==> config.mk <==
export PLATFORM = sky130hd
export DESIGN_NAME = sp_mon_regs
export DESIGN_NICKNAME = d
export VERILOG_FILES = /design/src/rtl/sp_mon_pkg.sv /design/src/rtl/sp_mon_regs.sv
export SDC_FILE = /design/constraint.sdc
export NUM_CORES = 1
export LEC_CHECK = 0
export ABC_AREA = 1
export CORE_AREA = 2 2 115 117
export DETAILED_ROUTE_END_ITERATION = 10
export DIE_AREA = 0 0 117 119
export HOLD_SLACK_MARGIN = 0.08
export PLACE_DENSITY = 0.88
export SYNTH_ARGS = -nofsm -noshare
export SYNTH_HDL_FRONTEND = slang
export SYNTH_SLANG_ARGS = --single-unit
export TNS_END_PERCENT = 10
==> constraint.sdc <==
create_clock -name clk -period 1.6 [get_ports clk]
set_input_delay 0.16 -clock clk [delete_from_list [all_inputs] [get_ports clk]]
set_output_delay 0.16 -clock clk [all_outputs]
set_load 0.005 [all_outputs]
==> src/rtl/sp_mon_pkg.sv <==
package sp_mon_pkg;

    // Word address of each register on the register port.
    typedef enum logic [2:0] {
        SEL_ENABLE = 3'd0,
        SEL_STATUS = 3'd1,
        SEL_IRQEN  = 3'd2,
        SEL_CLEAR  = 3'd3,
        SEL_LOWER  = 3'd4,
        SEL_UPPER  = 3'd5,
        SEL_PC     = 3'd6
    } reg_sel_e;

    // PC capture permission.
    typedef enum logic {
        ST_ARMED   = 1'b0,
        ST_LATCHED = 1'b1
    } mon_state_e;

    // Event positions shared with neighbouring monitors.
    localparam int unsigned UNDER_POS = 8;
    localparam int unsigned OVER_POS  = 9;

endpackage

==> src/rtl/sp_mon_regs.sv <==
module sp_mon_regs
    import sp_mon_pkg::*;
#(
    parameter int unsigned DATA_W    = 32,
    parameter int unsigned AW        = 3,
    parameter int unsigned UNDER_BIT = UNDER_POS,
    parameter int unsigned OVER_BIT  = OVER_POS
) (
    input  logic              clk,
    input  logic              rst_n,
    input  logic              reg_we,
    input  logic [AW-1:0]     reg_addr,
    input  logic [DATA_W-1:0] reg_wdata,
    output logic [DATA_W-1:0] reg_rdata,
    input  logic [DATA_W-1:0] stat_i,
    input  logic [DATA_W-1:0] pc_i,
    output logic [DATA_W-1:0] en_q,
    output logic [DATA_W-1:0] ie_q,
    output logic [DATA_W-1:0] lo_q,
    output logic [DATA_W-1:0] hi_q,
    output logic [DATA_W-1:0] clr_pulse
);

    localparam logic [DATA_W-1:0] EVT_MASK =
        (DATA_W'(1) << UNDER_BIT) | (DATA_W'(1) << OVER_BIT);

    reg_sel_e sel;
    assign sel = reg_sel_e'(reg_addr);

    // Configuration storage
    always_ff @(posedge clk) begin
        if (!rst_n) begin
            en_q <= '0;
            ie_q <= '0;
            lo_q <= '0;
            hi_q <= '1;
        end else if (reg_we) begin
            unique case (sel)
                SEL_ENABLE: en_q <= reg_wdata & EVT_MASK;
                SEL_IRQEN:  ie_q <= reg_wdata & EVT_MASK;
                SEL_LOWER:  lo_q <= reg_wdata;
                SEL_UPPER:  hi_q <= reg_wdata;
                default: ;
            endcase
        end
    end

    // One-cycle clear request, never stored
    always_comb begin
        clr_pulse = '0;
        if (reg_we && sel == SEL_CLEAR) begin
            clr_pulse = reg_wdata & EVT_MASK;
        end
    end

    // Read path
    always_comb begin
        reg_rdata = '0;
        unique case (sel)
            SEL_ENABLE: reg_rdata = en_q;
            SEL_STATUS: reg_rdata = stat_i;
            SEL_IRQEN:  reg_rdata = ie_q;
            SEL_CLEAR:  reg_rdata = '0;
            SEL_LOWER:  reg_rdata = lo_q;
            SEL_UPPER:  reg_rdata = hi_q;
            SEL_PC:     reg_rdata = pc_i;
            default:    reg_rdata = '0;
        endcase
    end

endmodule

==> results.md, run 1 <==
- The first-pass iteration count of the detailed router is 5.
- The insertion delay to the later sink of the worst-skew pair is 0.33 ns.
- Summing the sequential cell areas from Yosys gives a little under a third of the chip area.
- The finished layout cell area is just under 7000 sq um.
- The H-tree depth is 3.
- The post-synthesis cell count is roughly 600.
- The element type at the critical path start is an input pin.
- After synthesis, the largest family of logic cells by area is simple AND/OR/NAND/NOR gates.
- Once layout is complete, the utilization of the core stands at 53.8%.
- The die covers 13,900 sq um.
- The floorplan step defined a core boundary enclosing 12,900 sq um.
- The most common cell after layout, fill and taps aside is clkdlybuf4s50_1.
- Across all hold checks on the routed design, the worst slack comes to approximately 0.27 ns.
- The multi-input combinational cells in the finished layout cover a total of approximately 2400 sq um.
- After synthesis, the mean cell area works out to 7.23 sq um.
- The number of sinks handled by clock tree synthesis is 68.
- Of the total synthesized cell area, the portion taken by AND, OR, NAND and NOR gates is 40.7%.
- The element type at the critical path end is a primary output.
- The worst path setup slack after routing is -0.208 ns.
- The final count of pins violating max slew was 0.
- After global routing the overflow that remains totals 0.
- The data required time of the critical path is 1.44 ns.
- Prior to clock tree synthesis, the placed netlist has a worst setup slack of -0.478 ns.
- The final reports fail on setup timing.
- The post-detailed-route via-to-cell ratio is 5.18.
- Power spread over the standard cell area amounts to 683 nW/um^2.
- The total leakage power is 2.97 nW.
- The synthesis-to-finish area growth is 56.4%.
- Row generation in the floorplan step produced 42 rows.
- The synthesized-area fraction occupied by xor and xnor cells is 0%.
- The final hold violation count is 0.
- The clock root buffer is clkbuf_16.
- Global routing used about 23% of the available tracks across all layers.
- After clock tree synthesis, the clock-pin slew on the worst setup and hold paths is 0.06 ns.
- Setup repair after global routing could not meet its margin everywhere.
- The first global-routing pass estimated 24.5 mm of wire.
- In this run the tool buffered the top-level ports with 203 buffer cells.
- The final antenna diode count is 0.
- TritonCTS created 9 clock buffers.
- The initial DRC count is ~340.
- The die height is 119 um.
- The initial antenna violation count is 0.
- The worst-path maximum fanout is 13.
- In this run the count of I/O pins placed on the die edge is 294.
- The flow ran to the end, but the final reports show violations.
- The remaining design rule violation count is 0.
- The via count is 5,186.
- The overall routed net length is ~16 mm.
- The arrival time reported for the critical path endpoint is 1.65 ns.
- Yosys printed 0 warnings.
- The overall power of the completed layout is 4.73 mW.
- The final cycle utilization of the critical path is 113%.
- Entering global routing, the biggest net connects 70 pins.
- TritonCTS built the clock tree.
- The number of routed nets with antenna violations is 0.
- The global placer's final weighted congestion is 0.899.
- The buffer levels on the longest clock path is 2.
- In this run, post-CTS hold repair placed 0 buffers.
- The start-to-end type of the worst setup path is input pin to primary output.
- The arithmetic-cell share of the synthesized area counting full adders, half adders and majority gates is 0%.
- The die span in x is 117 um.
- The footprint of the flip-flops and latches is roughly 1400 sq um.
- Across the routed clock network, the largest skew measured is 0 ns.
- The per-cell routed wire length is 16.2 um.
- The net count reported at finish is between 900 and 1k.
- Once the floorplan was initialized, standard cells occupied 34.4% of the core.
- Derived from the worst setup path, the maximum achievable clock frequency is 553 MHz.
- The proportion of layout cells with a drive suffix above 1 is between 10% and 20%.
- Summing every instance area after synthesis gives 4430 sq um.
- The synthesized netlist devotes 5.99% of its cell area to compound gates.
- The HPWL after detailed placement is 11.1 mm.
- Across the VDD grid, the largest voltage drop is 391 uV.
- The layout filler cell count is 1,216.
- The max-capacitance violation count is 0.
- In this run, distinct cell masters in the synthesized netlist total 23.
- The type of the most critical hold path is input pin to flip-flop.
- The number of global-route vias before repair is about 4.7k.
- The number of synthesized register bits is 68.
- The post-place instance area is 6570 sq um.
- The final critical path time including I/O delays and setup is ~1.8 ns.
- The total of endpoints with negative setup slack in the final report is 2.
- The mux share of post-synthesis cell area is 0%.
- In the layout the commonest cells are clkdlybuf4s50_1 (165), nand3_1 (126), nand2_1 (108).
## sequential cells by signal, summed over array words and instances, names as in the netlist
signal and flops:
ie_q 2, lo_q 32, en_q 2, hi_q 32
## area by class of cell
| cell class | instances | share of cell area, % |
|---|---|---|
| clock inverter | 4 | 0.361 |
| multi-input combinational | 479 | 35.1 |
| inverter | 5 | 0.307 |
| clock buffer | 12 | 3.56 |
| timing repair buffer | 257 | 37.9 |
| tap | 176 | 3.18 |
| sequential | 68 | 19.6 |
## what timing repair did
| item | 4_1_cts | 5_1_grt |
|---|---|---|
| setup endpoints to repair | 34 | 13 |
| gates cloned | 2 | 0 |
| pin swaps | 2 | 2 |
| resized for setup | 37 | 23 |
| setup buffers | 3 | 3 |
## synthesized netlist by cell type, drive strengths merged
master	instances	share of area, %
nand3	132	15
buf	128	20
nand2	108	9.1
nand4	100	14
dfxtp	68	31
a21boi	34	5.8
clkbuf	22	1.9
nor2	9	1.7
inv	5	0.48
nor3	2	0.23
nor3b	2	0.34
o21ai	2	0.23
conb	1	0.085
## kinds of logic after synthesis
| family | Yosys count |
|---|---|
| AO/OA/AOI/OAI | 36 |
| buffers and inverters | 155 |
| flip-flops | 68 |
| other | 1 |
| AND/OR/NAND/NOR | 353 |
## worst paths after layout
check	startpoint	to	slack [ns]	cells past startpoint
max	reg_addr[1]	reg_rdata[27]	-0.21	7
min	rst_n	hi_q[10]	0.27	3
min reg2reg	lo_q[7]	lo_q[7]	0.48	2
max reg2reg	ie_q[9]	ie_q[9]	0.91	2
## through the flow
stage | setup TNS [ns] | cells
floorplan | 0 | 702
global placement | -22.12 | 977
detailed placement | -24.22 | 977
CTS | -0.590 | 998
global route | -0.437 | 1001
finish | -0.288 | 1001
## worst max-delay path: stages
cell	delay, ns
dlygate4sd2_1	0.27
buf_12	0.16
nor2_8	0.18
buf_12	0.17
nand3_1	0.09
nand4_1	0.10
clkdlybuf4s50_1	0.51
## report_power, final
part	internal, mW	switching [mW]	total [mW]	leakage, nW
Combinational	0.592	0.516	1.11	2.29
Clock	1.09	0.752	1.84	0.129
Sequential	1.74	0.0436	1.79	0.553
## metal layers
layer	GRT usage [%]	part of all wire, %
met4	8.46	2.4
met2	37.5	49
met5	0	0
met3	4.94	9.2
met1	28.8	40
Note: power is estimated with default switching activity, not from simulation.
==> run 2: changes to the inputs <==
- CAP_MARGIN: default -> 0
==> results of run 2 <==
Same layout as run 1: the final DEF is identical, and so are final timing and power.
==> run 3: changes to the inputs <==
- PLACE_DENSITY: 0.88 -> 0.86
==> results.md, run 3 (synthesis results as in run 1) <==
- The flow ran to the end, and the final reports show no timing, DRC or antenna violations.
- The arrival time reported for the critical path endpoint is 1.30 ns (-0.35 ns).
- The starting density of the core is 34.4% (unchanged).
- In the final layout, the registers with the most flip-flops are hi_q (32), lo_q (32).
- The clock-pin transition on the worst setup and hold timing paths is 0.05 ns (about the same).
- The final hold violation count is 0 (unchanged).
- The via count is 5,158 (-0.54%).
- The maximum VDD drop came to 574 uV (+47%).
- The setup path with the least slack is of type input pin to primary output.
- The post-cts hold buffer count is 0 (unchanged).
- The number of routed nets with antenna violations is 0 (unchanged).
- The footprint of the flip-flops and latches is 1360 sq um (unchanged).
- The total clock buffers created by CTS is 9 (unchanged).
- The area occupied by multi-input gates is 2410 sq um (-1.0%).
- The die span in x was 117 um (unchanged).
- The number of ports placed on the die boundary is 294 (unchanged).
- The total of buffers placed on input and output ports came to 203 (unchanged).
- The data required time of the critical path is 1.44 ns (about the same).
- The total of endpoints with negative setup slack in the final report is 0 (-2).
- The slowest stage cell on the critical path is dlygate4sd2_1.
- The cell type with the highest occurrence count on the critical path is buf_12.
- The clock skew after layout is 0 ns (unchanged).
- The number of global-route vias before repair is 4,863 (+4.6%).
- The post-layout utilization of the core came to 53.8% (unchanged).
- The core footprint is 12,900 sq um (unchanged).
- The number of placement rows is 42 (unchanged).
- The buffer levels on the longest clock path is 2 (unchanged).
- The global-route wire length before repair came to 25.4 mm (+3.7%).
- TritonCTS built the clock tree.
- The proportion of layout cells with a drive suffix above 1 is 10.1% (-1.2 points).
- The net count reported at finish came to 922 (unchanged).
- The H-tree depth is 3 (unchanged).
- The initial DRC count is 460 (+34%).
- The final antenna diode count came to 0 (unchanged).
- The synthesis-to-finish area growth is 56.4% (unchanged).
- The element type at the critical path end is a primary output.
- The initial antenna violation count is 0 (unchanged).
- STA classifies the critical path startpoint as an input pin.
- The endpoint of the lowest-slack register-to-register path is lo_q[18].
- The startpoint identified for the worst register-to-register timing path is lo_q[18].
- The max-capacitance violation count was 0 (unchanged).
- The overall power of the completed layout is 4.91 mW (+3.8%).
- The maximum clock frequency is 687 MHz (+24%).
- The total leakage power is 2.95 nW (-0.90%).
- The post-DP HPWL is 11.4 mm (+2.3%).
- The most common cell after layout, fill and taps aside is clkdlybuf4s50_1.
- The global-route total usage across every layer was 23.0% (+0.26 points).
- The number of sinks handled by clock tree synthesis is 68 (unchanged).
- The overflow left after global routing is 0 (unchanged).
- The overall routed net length is 16.3 mm (+0.70%).
- The power per standard cell area was 709 nW/um^2 (+3.8%).
- The global placer's final weighted congestion was 0.868 (-3.4%).
- The first-pass iteration count of the detailed router is 5 (unchanged).
- Leaving out fill and tap cells, the most frequent cells in the layout are clkdlybuf4s50_1 (164), nand3_1 (130), nand2_1 (108).
- The tree is rooted in a clkbuf_16.
- Setup repair after global routing left no endpoint under its margin.
- The worst hold path terminates at hi_q[2].
- The post-detailed-route via-to-cell ratio came to 5.15 (-0.54%).
- The per-cell routed wire length is 16.3 um (+0.70%).
- The worst-path maximum fanout is 10 (-3).
- The hold path depth is 3 (unchanged).
- The die height is 119 um (unchanged).
- The largest net degree at the start of global routing is 70 (unchanged).
- The worst stage delay on the critical path is 0.23 ns (-0.28 ns).
- The signal on the critical path passes through clkbuf_2, buf_6, nor2_4, buf_12, buf_12, buf_16, nand3_1, nand4_1, dlygate4sd2_1.
- The number of cells on the worst reg-to-reg path is 2 (unchanged).
- The remaining design rule violation count is 0 (unchanged).
- The slack of the worst reg-to-reg path was 0.90 ns (about the same).
- The layout filler cell count is 1,224 (+0.66%).
- The final cycle utilization of the critical path is 91.0% (-22 points).
- The area of the die is 13,900 sq um (unchanged).
- The type of the most critical hold path is input pin to flip-flop.
- In this run the most critical hold path is launched from rst_n.
- The final count of pins violating max slew is 0 (unchanged).
- The insertion delay to the later sink of the worst-skew pair is 0.32 ns (about the same).
- The final critical path time including I/O delays and setup was 1.46 ns (-0.351 ns).
## run 3: cell count changes in the layout (fill, tap and decap cells not counted), moves of 2 or more
cell / before / now
buf_12: 17 / 15
clkbuf_2: 8 / 1
clkdlybuf4s15_1: 1 / 4
dlygate4sd2_1: 21 / 29
dlymetal6s2s_1: 4 / 0
nand3_1: 126 / 130
nand3_2: 6 / 2
## run 3: cell type report
cell class,instances,area share [%]
timing repair buffer,257,37.8
sequential,68,19.6
clock inverter,4,0.686
multi-input combinational,479,34.7
inverter,5,0.307
clock buffer,12,3.70
tap,176,3.18
## run 3: how the worst max path moves through the flow
stage                     start            end  slack (ns)  cells past startpoint
floorplan           reg_addr[2]   reg_rdata[0]        0.53                      5
global placement    reg_addr[1]  reg_rdata[18]       -0.41                      7
detailed placement  reg_addr[1]  reg_rdata[15]       -0.43                      7
CTS                 reg_addr[1]   reg_rdata[2]      -0.006                      9
global route        reg_addr[0]   reg_rdata[8]        0.05                     10
finish              reg_addr[1]  reg_rdata[30]        0.14                      9
## run 3: where the power goes
group	switching [mW]	internal [mW]	total, mW
Clock	0.739	1.29	2.03
Sequential	0.0441	1.74	1.79
Combinational	0.512	0.589	1.10
Total	1.30	3.62	4.91
## run 3: per-layer routing
metal  GRT usage, %  share of wire, %  routed length, um  up-vias
met5              0                 0                  0        -
met4           7.87               2.4                395        0
met3           5.14               8.2               1340       38
met2           37.5                48               7770      301
met1           29.8                42               6780     2421
li1               -                 -                  -     2398
## run 3: critical path: cells and delay by family
family	cells	cell delay, ns
simple gates	3	0.29
buf+inv	6	0.84
## run 3: stage by stage
| step | instances | hold slack [ns] | setup WS [ns] | TNS, ns | area, sq um |
|---|---|---|---|---|---|
| floorplan | 702 | 0.302 | 0.527 | 0 | 4760 |
| global route | 1001 | 0.296 | 0.0489 | 0 | 6930 |
| global placement | 979 | 0.465 | -0.413 | -25.26 | 6550 |
| CTS | 1001 | 0.278 | -0.00601 | -0.0232 | 6930 |
| finish | 1001 | 0.287 | 0.144 | 0 | 6930 |
| detailed placement | 979 | 0.472 | -0.429 | -28.32 | 6550 |
## run 3: what timing repair did
item / 4_1_cts / 5_1_grt
endpoints found under the hold margin: 0 / 0
resized for setup: 48 / 2
setup endpoints to repair: 34 / 25
buffers inserted: 4 / 0
cloned: 2 / 0
pin swaps: 3 / 0
